## src/rtl/i2c_stat_master.sv

```systemverilog
module i2c_stat_master (
  input  logic       clk,
  input  logic       rst_n,
  input  logic       phase_tick,
  input  logic       reg_we,
  input  logic [1:0] reg_sel,
  input  logic [7:0] reg_wdata,
  output logic [7:0] data_out,
  output logic [7:0] status_out,
  output logic       flag_out,
  output logic       irq,
  input  logic       scl_in,
  input  logic       sda_in,
  output logic       scl_oe,
  output logic       sda_oe
);
  localparam int B_ACK = 2;
  localparam int B_FLG = 3;
  localparam int B_STO = 4;
  localparam int B_STA = 5;
  localparam int B_EN  = 6;
  localparam int B_IEN = 7;
  localparam logic [7:0] S_IDLE = 8'hF8;
  localparam logic [7:0] S_LOST = 8'h38;

  typedef enum logic [2:0] {ST_IDLE, ST_START, ST_BIT, ST_STALL, ST_STOP} st_t;
  typedef enum logic [1:0] {PH_ADDR1, PH_ADDR2, PH_WDATA, PH_RDATA} ph_t;

  st_t        st;
  ph_t        ph;
  logic [1:0] q;
  logic [3:0] bc;
  logic [7:0] sh, dat, stat;
  logic       flg, en, ien, ackc, sta, sto;
  logic       dir, ten, rep, ack_smp;
  logic       scl_d, sda_d;
  logic [7:0] done_code;

  wire go       = en && !flg;
  wire tx_phase = (ph != PH_RDATA);
  wire ack_slot = (bc == 4'd8);

  always_comb begin
    case (ph)
      PH_ADDR1: done_code = dir ? (ack_smp ? 8'h40 : 8'h48) : (ack_smp ? 8'h18 : 8'h20);
      PH_ADDR2: done_code = dir ? (ack_smp ? 8'hE0 : 8'hE8) : (ack_smp ? 8'hD0 : 8'hD8);
      PH_WDATA: done_code = ack_smp ? 8'h28 : 8'h30;
      default:  done_code = ackc ? 8'h50 : 8'h58;
    endcase
  end

  always_ff @(posedge clk or negedge rst_n) begin
    if (!rst_n) begin
      st <= ST_IDLE; ph <= PH_ADDR1; q <= 2'd0; bc <= 4'd0;
      sh <= 8'h00; dat <= 8'h00; stat <= S_IDLE;
      flg <= 1'b0; en <= 1'b0; ien <= 1'b0; ackc <= 1'b0; sta <= 1'b0; sto <= 1'b0;
      dir <= 1'b0; ten <= 1'b0; rep <= 1'b0; ack_smp <= 1'b0;
      scl_d <= 1'b0; sda_d <= 1'b0;
    end else begin
      case (st)
        ST_IDLE: begin
          if (go && sta && scl_in && sda_in) begin
            st <= ST_START; q <= 2'd0; rep <= 1'b0; sta <= 1'b0;
          end else if (go && sto) begin
            sto <= 1'b0;
          end
        end
        ST_STALL: begin
          if (go) begin
            if (sto) begin
              st <= ST_STOP; q <= 2'd0; sto <= 1'b0;
            end else if (sta) begin
              st <= ST_START; q <= 2'd0; rep <= 1'b1; sta <= 1'b0;
            end else begin
              st <= ST_BIT; q <= 2'd0; bc <= 4'd0;
              sh <= tx_phase ? dat : 8'h00;
              if (ph == PH_ADDR1) begin
                dir <= dat[0];
                ten <= (dat[7:3] == 5'b11110);
              end
            end
          end
        end
        ST_START: begin
          if (phase_tick) begin
            q <= q + 2'd1;
            case (q)
              2'd0: sda_d <= 1'b0;
              2'd1: scl_d <= 1'b0;
              2'd2: sda_d <= 1'b1;
              default: begin
                scl_d <= 1'b1; st <= ST_STALL; flg <= 1'b1;
                stat <= rep ? 8'h10 : 8'h08; ph <= PH_ADDR1;
              end
            endcase
          end
        end
        ST_STOP: begin
          if (phase_tick) begin
            q <= q + 2'd1;
            case (q)
              2'd0: sda_d <= 1'b1;
              2'd1: scl_d <= 1'b0;
              2'd2: sda_d <= 1'b0;
              default: begin
                st <= ST_IDLE; stat <= S_IDLE;
              end
            endcase
          end
        end
        ST_BIT: begin
          if (phase_tick) begin
            q <= q + 2'd1;
            case (q)
              2'd0: sda_d <= ack_slot ? (!tx_phase && ackc) : (tx_phase && !sh[7]);
              2'd1: scl_d <= 1'b0;
              2'd2: begin
                if (ack_slot) begin
                  ack_smp <= !sda_in;
                end else if (tx_phase && sh[7] && !sda_in) begin
                  st <= ST_IDLE; scl_d <= 1'b0; sda_d <= 1'b0;
                  flg <= 1'b1; stat <= S_LOST;
                end else begin
                  sh <= {sh[6:0], sda_in};
                end
              end
              default: begin
                scl_d <= 1'b1;
                if (ack_slot) begin
                  st <= ST_STALL; flg <= 1'b1; stat <= done_code;
                  if (!tx_phase) dat <= sh;
                  if (ph == PH_ADDR1 && ack_smp)
                    ph <= ten ? PH_ADDR2 : (dir ? PH_RDATA : PH_WDATA);
                  else if (ph == PH_ADDR2 && ack_smp)
                    ph <= dir ? PH_RDATA : PH_WDATA;
                end else begin
                  bc <= bc + 4'd1;
                end
              end
            endcase
          end
        end
        default: st <= ST_IDLE;
      endcase

      if (reg_we) begin
        case (reg_sel)
          2'd0: if (st != ST_BIT) dat <= reg_wdata;
          2'd1: begin
            en   <= reg_wdata[B_EN];
            ien  <= reg_wdata[B_IEN];
            ackc <= reg_wdata[B_ACK];
            sta  <= reg_wdata[B_STA];
            sto  <= reg_wdata[B_STO];
            if (!reg_wdata[B_FLG]) flg <= 1'b0;
          end
          2'd2: begin
            st <= ST_IDLE; stat <= S_IDLE; flg <= 1'b0;
            scl_d <= 1'b0; sda_d <= 1'b0;
            en <= 1'b0; ien <= 1'b0; ackc <= 1'b0; sta <= 1'b0; sto <= 1'b0;
          end
          default: ;
        endcase
      end
    end
  end

  assign data_out   = dat;
  assign status_out = stat;
  assign flag_out   = flg;
  assign irq        = flg && ien;
  assign scl_oe     = scl_d;
  assign sda_oe     = sda_d;
endmodule


```

## config.mk

```make
export PLATFORM = sky130hd
export DESIGN_NAME = i2c_stat_master
export DESIGN_NICKNAME = d
export VERILOG_FILES = /design/src/rtl/i2c_stat_master.sv
export SDC_FILE = /design/constraint.sdc
export NUM_CORES = 1
export LEC_CHECK = 0
export BUFFER_PORTS_ARGS = -buffer_cell sky130_fd_sc_hd__buf_2
export CORE_MARGIN = 2
export CORE_UTILIZATION = 25
export CTS_CLUSTER_DIAMETER = 30
export DETAILED_ROUTE_END_ITERATION = 7
export GPL_TIMING_DRIVEN = 0
export SLEW_MARGIN = 15
export SYNTH_ARGS = -nofsm -noshare
export SYNTH_HDL_FRONTEND = slang
export SYNTH_SLANG_ARGS = --single-unit
```

## constraint.sdc

```tcl
create_clock -name clk -period 3.9 [get_ports clk]
set_input_delay 0.585 -clock clk [delete_from_list [all_inputs] [get_ports clk]]
set_output_delay 0.585 -clock clk [all_outputs]
set_load 0.05 [all_outputs]
```

Yosys cells after proc, flatten, opt, wreduce, memory -nomap -nowiden
Cells that the tools add are included.
Widths: inputs -> output; s select.
- logic and storage cells: 219
- register bits: 47
- bits of input ports: 16
- output and inout port bits: 20
- multiplexer cells: 130
- bitwise gates (word level): 2
- add/subtract/negate cells: 2
- eq/ne operators: 29
- reductions and logical operators: 37
- operators by type and width (operator ; number):
    $mux 8 ; 26
    $pmux 8 s3 ; 2
    $mux 4 ; 10
    $mux 3 ; 13
    $mux 1 ; 37
    $pmux 8 s2 ; 2
    $pmux 1 s2 ; 15
    $ne 2x2->1 const B ; 14
    $mux 2 ; 12
    $pmux 3 s5 ; 1
    $reduce_and 7->1 ; 2
    $logic_and 1x1->1 ; 12
    $mux 6 ; 2
    $mux 5 ; 2
    $reduce_and 5->1 ; 2
    $pmux 1 s3 ; 3
    $pmux 4 s2 ; 1
    $reduce_and 4->1 ; 2
    $reduce_and 8->1 ; 1
    $reduce_bool 2->1 ; 4
    $mux 7 ; 1
    $eq 2x1->1 const B ; 3
    $eq 2x2->1 const B ; 3
    $eq 3x2->1 const B ; 2
    other kinds (20) ; 28

Longest topological paths before layout
- depth in word-level cells: 11
- mapped depth: 7
- gate-level depth less buffers: 6

Worst setup path after synthesis
No wires, ideal clock.
- path kind: register to register
- start point: register q[0]
- end point: register stat[4] (netlist: status_out[4])
- setup time: 0.083 ns
- slack: 1.930 ns
- arrival: 1.886 ns
- data required time: 3.817 ns
- path buffers: 0
- period minus slack after synthesis: 1.970 ns
- stages on the path, launching flop included: 7
- cells stage by stage: dfrtp_1 > inv_1 > ha_1 > or4b_1 > a22oi_2 > a21oi_1 > a221o_1
- word-level cells in the longest chain between the ends: 7
- elaborated cells between the ends (all ways): 14
- those cells by class: 2 x eq/ne; 9 x mux; 3 x reduce/logical
- RTL lines (element ; line ; RTL):
    start: declaration ; 31 ; logic [1:0] q;
    start signal: assignment ; 86 ; q <= q + 2'd1;
    start signal: assignment ; 100 ; q <= q + 2'd1;
    start signal: assignment ; 113 ; q <= q + 2'd1;
    $eq 2x1->1 (tied with other cells) ; 87, 101, 114 ;
    $reduce_or 2->1 (no source line) or $reduce_or 3->1 (tied branches) ; n/a ;
    $pmux 8 s2 (tied with other cells) ; 114 ; case (q)
    $mux 8, on equally long branches ; 112, 85, 99 ;
    $pmux 8 s3 (*) ; 60 ; case (st)
    $mux 8 ; 147 ; case (reg_sel)
    $mux 8 (*) ; 146 ; if (reg_we) begin
    end signal: assignment ; 55 ; sh <= 8'h00; dat <= 8'h00; stat <= S_IDLE;
    end signal: assignment ; 122 ; flg <= 1'b1; stat <= S_LOST;
    end signal: assignment ; 158 ; st <= ST_IDLE; stat <= S_IDLE; flg <= 1'b0;
    end: declaration ; 33 ; logic [7:0] sh, dat, stat;
Every way passes the cells marked *; elsewhere a longest branch is shown, timed or not.
A chain may end at the register's enable or synchronous reset.

Final worst setup path
Same ends and word-level chain as after synthesis.

==> summary.md <==
| Metric | Value |
|---|---|
| Yosys warning count | 0 |
| Slew margin rel. | ~50% |
| Hold_buf cts | 0 |
| Met1 usage | 20.38% |
| Comb power frac | 28.7% |
| Synth Area in Simple Gates | approximately 27% |
| Max Freq | between 400 and 500 MHz |
| Slack of the critical path | between 1.5 and 2 ns |
| Synth Flop Type | dfrtp_1 |
| Detail-routed via count per cell | ~5.2 |
| CTS H-tree lvls | 2 |
| Filler Cells Inserted | ~1400 |
| Worst IR Drop VDD | 177.1 uV |
| Reg-to-reg setup timing slack | roughly 1.6 ns |
| Crit Path Class | flip-flop to flip-flop |
| Worst-path clk slew | approximately 0.07 ns |
| Share of layout cells above drive strength 1 | roughly a fifth |
| CTS Buffer Depth | 2 |
| Worst EP arrival | roughly 2.5 ns |
| Register area share after synthesis | 37.12% |
| FF-to-FF Start | q[0] |
| Initial drt markers | about 320 |
| Mux contribution to synthesized area | between 7 and 8% |
| Drt wl/cell | about 16 um |
| CP Launch Type | flip-flop |
| Synth Area in Compound Gates | 19.01% |
| Psw | 0.0005702 W |
| Mapped cell area | roughly 3200 um^2 |
| Post-route insts no fill | between 500 and 600 |
| Pwr/cell area | about 400 nW/um^2 |
| RSZ-0062 raised after global routing | no |
| PostCTS Resize Cnt | 0 |
| Main combinational cell family by area after synthesis | simple AND/OR/NAND/NOR gates |
| Syn Area/Cell | between 8 and 9 um^2 |
| I/O Buffers | 35 |
| RR Endpoint | status_out[4] |
| Initial Util | approximately 25% |
| Final WL | between 9 and 10 mm |
| FFs w/ async S/R, synth | between 90% and 100% |
| Die Area | around 14000 um^2 |
| TNS Setup | 0 ns |
| Later-pin clock latency in the skew report | 0.30 ns |
| Final worst-path cycle share | 57.81% |
| Switching Share | a little under two fifths |
| Grt met3 use | 2.523% |
| DP Area | between 3000 and 4000 um^2 |
| Most frequent cells in the layout | 43 x buf_2, 42 x dfrtp_1, 40 x nand2_1, 29 x a21oi_1 |
| Crit Path Max Fanout | 9 |
| P&R area growth vs syn | 17.05% |
| Largest net degree at the start of global routing | between 40 and 50 |
| Most Used Layer, Global Route | met2 |
| Register area | 1182 um^2 |
| Max cap viols | 0 |
| Die Y | 116.9 um |
| Initial antenna violation count | 0 |
| IO Pins | 36 |
| Worst min path class | input port to asynchronous set/reset pin |
| LEAKAGE | between 1.5 and 2 nW |
| First-pass GRT wire length | 15.07 mm |
| Hold Vio Cnt, Final | 0 |
| Iteration count of the initial detailed-routing pass | 5 |
| Via Count | 2973 |
| GRT overflow | 0 |
| Vias in the first global route | around 2900 |
| RePlAce Congestion | between 0.9 and 1 |
| DIE WIDTH | approximately 120 um |
| Post-synthesis adder-cell area fraction | around 4.3% |
| Worst Reg-to-Reg Cells | 6 |
| Slew @ Worst Pin | approximately 0.74 ns |
| Pre-CTS setup slack | 1.662 ns |
| Post-CTS Setup Inserts | 0 |
| P_int | ~0.00093 W |
| Critical Path RT | slightly above 4 ns |
| Xor-xnor portion of the synthesized cell area | less than 1% |
| Run status | completed |
| Design area | 3729 um^2 |
| Count of final setup violators | 0 |
| Slew Viols, Final | 0 |
| Gate Count Post-Synth | 360 |
| Gr usage total | 13.97% |
| Seq pwr share | 40.8% |
| Setup Skew | 0.009985 ns |
| Hpwl dp | between 6 and 7 mm |
| Row count | between 40 and 50 |
| Final hold slack | about 0.29 ns |
| Post-synth EDFFs | 0 |
| CTS tree | done |
| Synthesized flop and latch total | 47 |
| Met2 usage | 21.46% |
| Cts bufs inserted | 5 |
| Share of total power in the clock network | 30.5% |
| Clock Sinks | 47 |
| Nets | between 400 and 500 |
| CP Capture Type | flip-flop |
| Final antenna-violating net count | 0 |
| DRC Markers | 0 |
| Area of the multi-input gates | around 1800 um^2 |
| Most common cell after layout, fill and taps aside | buf_2 |
| Unique cell type count in the Yosys netlist | 72 |
| Antenna cells | 0 |
| Synth Net Count | 387 |
| Core area | between 10000 and 15000 um^2 |
| Placed insts | approximately 570 |
| CTS root buf | clkbuf_16 |
| Tmin final | 2.254 ns |
[critical path, stage by stage, from the launching register on]
cell,delay (ns)
dfrtp_1,0.51
inv_1,0.11
ha_1,0.31
or4b_1,0.61
a22oi_2,0.16
a21oi_1,0.11
a221o_1,0.38
[sequential cells by signal, summed over array words and instances (netlist names), 2 cells and up]
| signal | flops |
|---|---|
| st | 3 |
| status_out | 8 |
| bc | 4 |
| ph | 2 |
| q | 2 |
| data_out | 8 |
| sh | 8 |
[cell type report]
cell class / count / area share [%]
multi-input cells: 277 / 49.60
flip-flops and latches: 47 / 31.71
well taps: 172 / 5.772
repair buffers: 35 / 4.765
clock buffers: 5 / 3.356
plain buffers: 21 / 2.617
inverters: 15 / 1.510
clock inverters: 3 / 0.6711
[power groups by stage]
stage	clock network (W)	registers [W]	logic, W
floorplan	0	0.000701	0.000214
global placement	0	0.000617	0.000425
detailed placement	0	0.000620	0.000426
CTS	0.000458	0.000611	0.000428
global route	0.000485	0.000621	0.000465
finish	0.000457	0.000612	0.000430
[kinds of logic (layout without fill, tap and decap cells)]
kind of cell | count (synthesis) | after routing
adder cells (fa/ha/maj) | 11 | 11
AND/OR/NAND/NOR | 150 | 150
XOR/XNOR | 1 | 1
AO/OA/AOI/OAI | 93 | 93
multiplexers | 22 | 22
flip-flops | 47 | 47
buffers and inverters | 36 | 79
[metrics by stage]
step	util (%)	power, W
final	29.79	0.001500
after detailed placement	28.57	0.001045
after global routing	29.79	0.001572
after CTS	29.77	0.001496
after global placement	28.57	0.001041
after floorplan	-	0.0009150
[metal layers]
layer | up-vias | routed length (um)
li1 | 1397 | -
met1 | 1428 | 4374
met2 | 129 | 4114
met3 | 19 | 667
met4 | 0 | 151
met5 | - | 0
[worst max-delay path by stage]
stage / slack (ns) / from / cells past startpoint / end
6_report: 1.65 / q[0] / 6 / status_out[4]
5_1_grt: 1.55 / q[0] / 5 / bc[3]
4_1_cts: 1.66 / q[0] / 6 / status_out[4]
3_5_place_dp: 1.66 / phase_tick / 6 / sh[4]
3_3_place_gp: 1.65 / phase_tick / 6 / sh[4]
2_1_floorplan: 1.93 / q[0] / 6 / status_out[4]
[synth_stat cells, drive strengths merged, types with 3 or more instances]
| library cell | instances | area share, % |
|---|---|---|
| nand3 | 21 | 3.3 |
| nand2b | 11 | 2.2 |
| ha | 11 | 4.3 |
| mux2 | 10 | 3.5 |
| o21ai | 19 | 3.0 |
| dfstp | 5 | 4.1 |
| o2bb2ai | 3 | 0.82 |
| a21oi | 30 | 4.8 |
| nor3b | 5 | 1.3 |
| nand2 | 42 | 5.3 |
| and2 | 4 | 0.79 |
| nor2 | 21 | 2.5 |
| nor2b | 4 | 0.79 |
| dfrtp | 42 | 33 |
| o31ai | 3 | 0.71 |
| nor3 | 7 | 1.3 |
| o22ai | 5 | 0.98 |
| nor4 | 3 | 1.1 |
| a211oi | 3 | 0.71 |
| nand4b | 3 | 0.82 |
| clkbuf | 9 | 1.1 |
| o211ai | 4 | 0.94 |
| nor4b | 4 | 1.5 |
| inv | 15 | 1.8 |
| mux2i | 12 | 3.8 |
| or3 | 3 | 0.59 |
| nand3b | 6 | 1.8 |
| buf | 12 | 2.0 |
| or2 | 3 | 0.59 |
| o221ai | 3 | 0.82 |
| or4 | 3 | 0.71 |
Power figures use the tool's default switching activity.
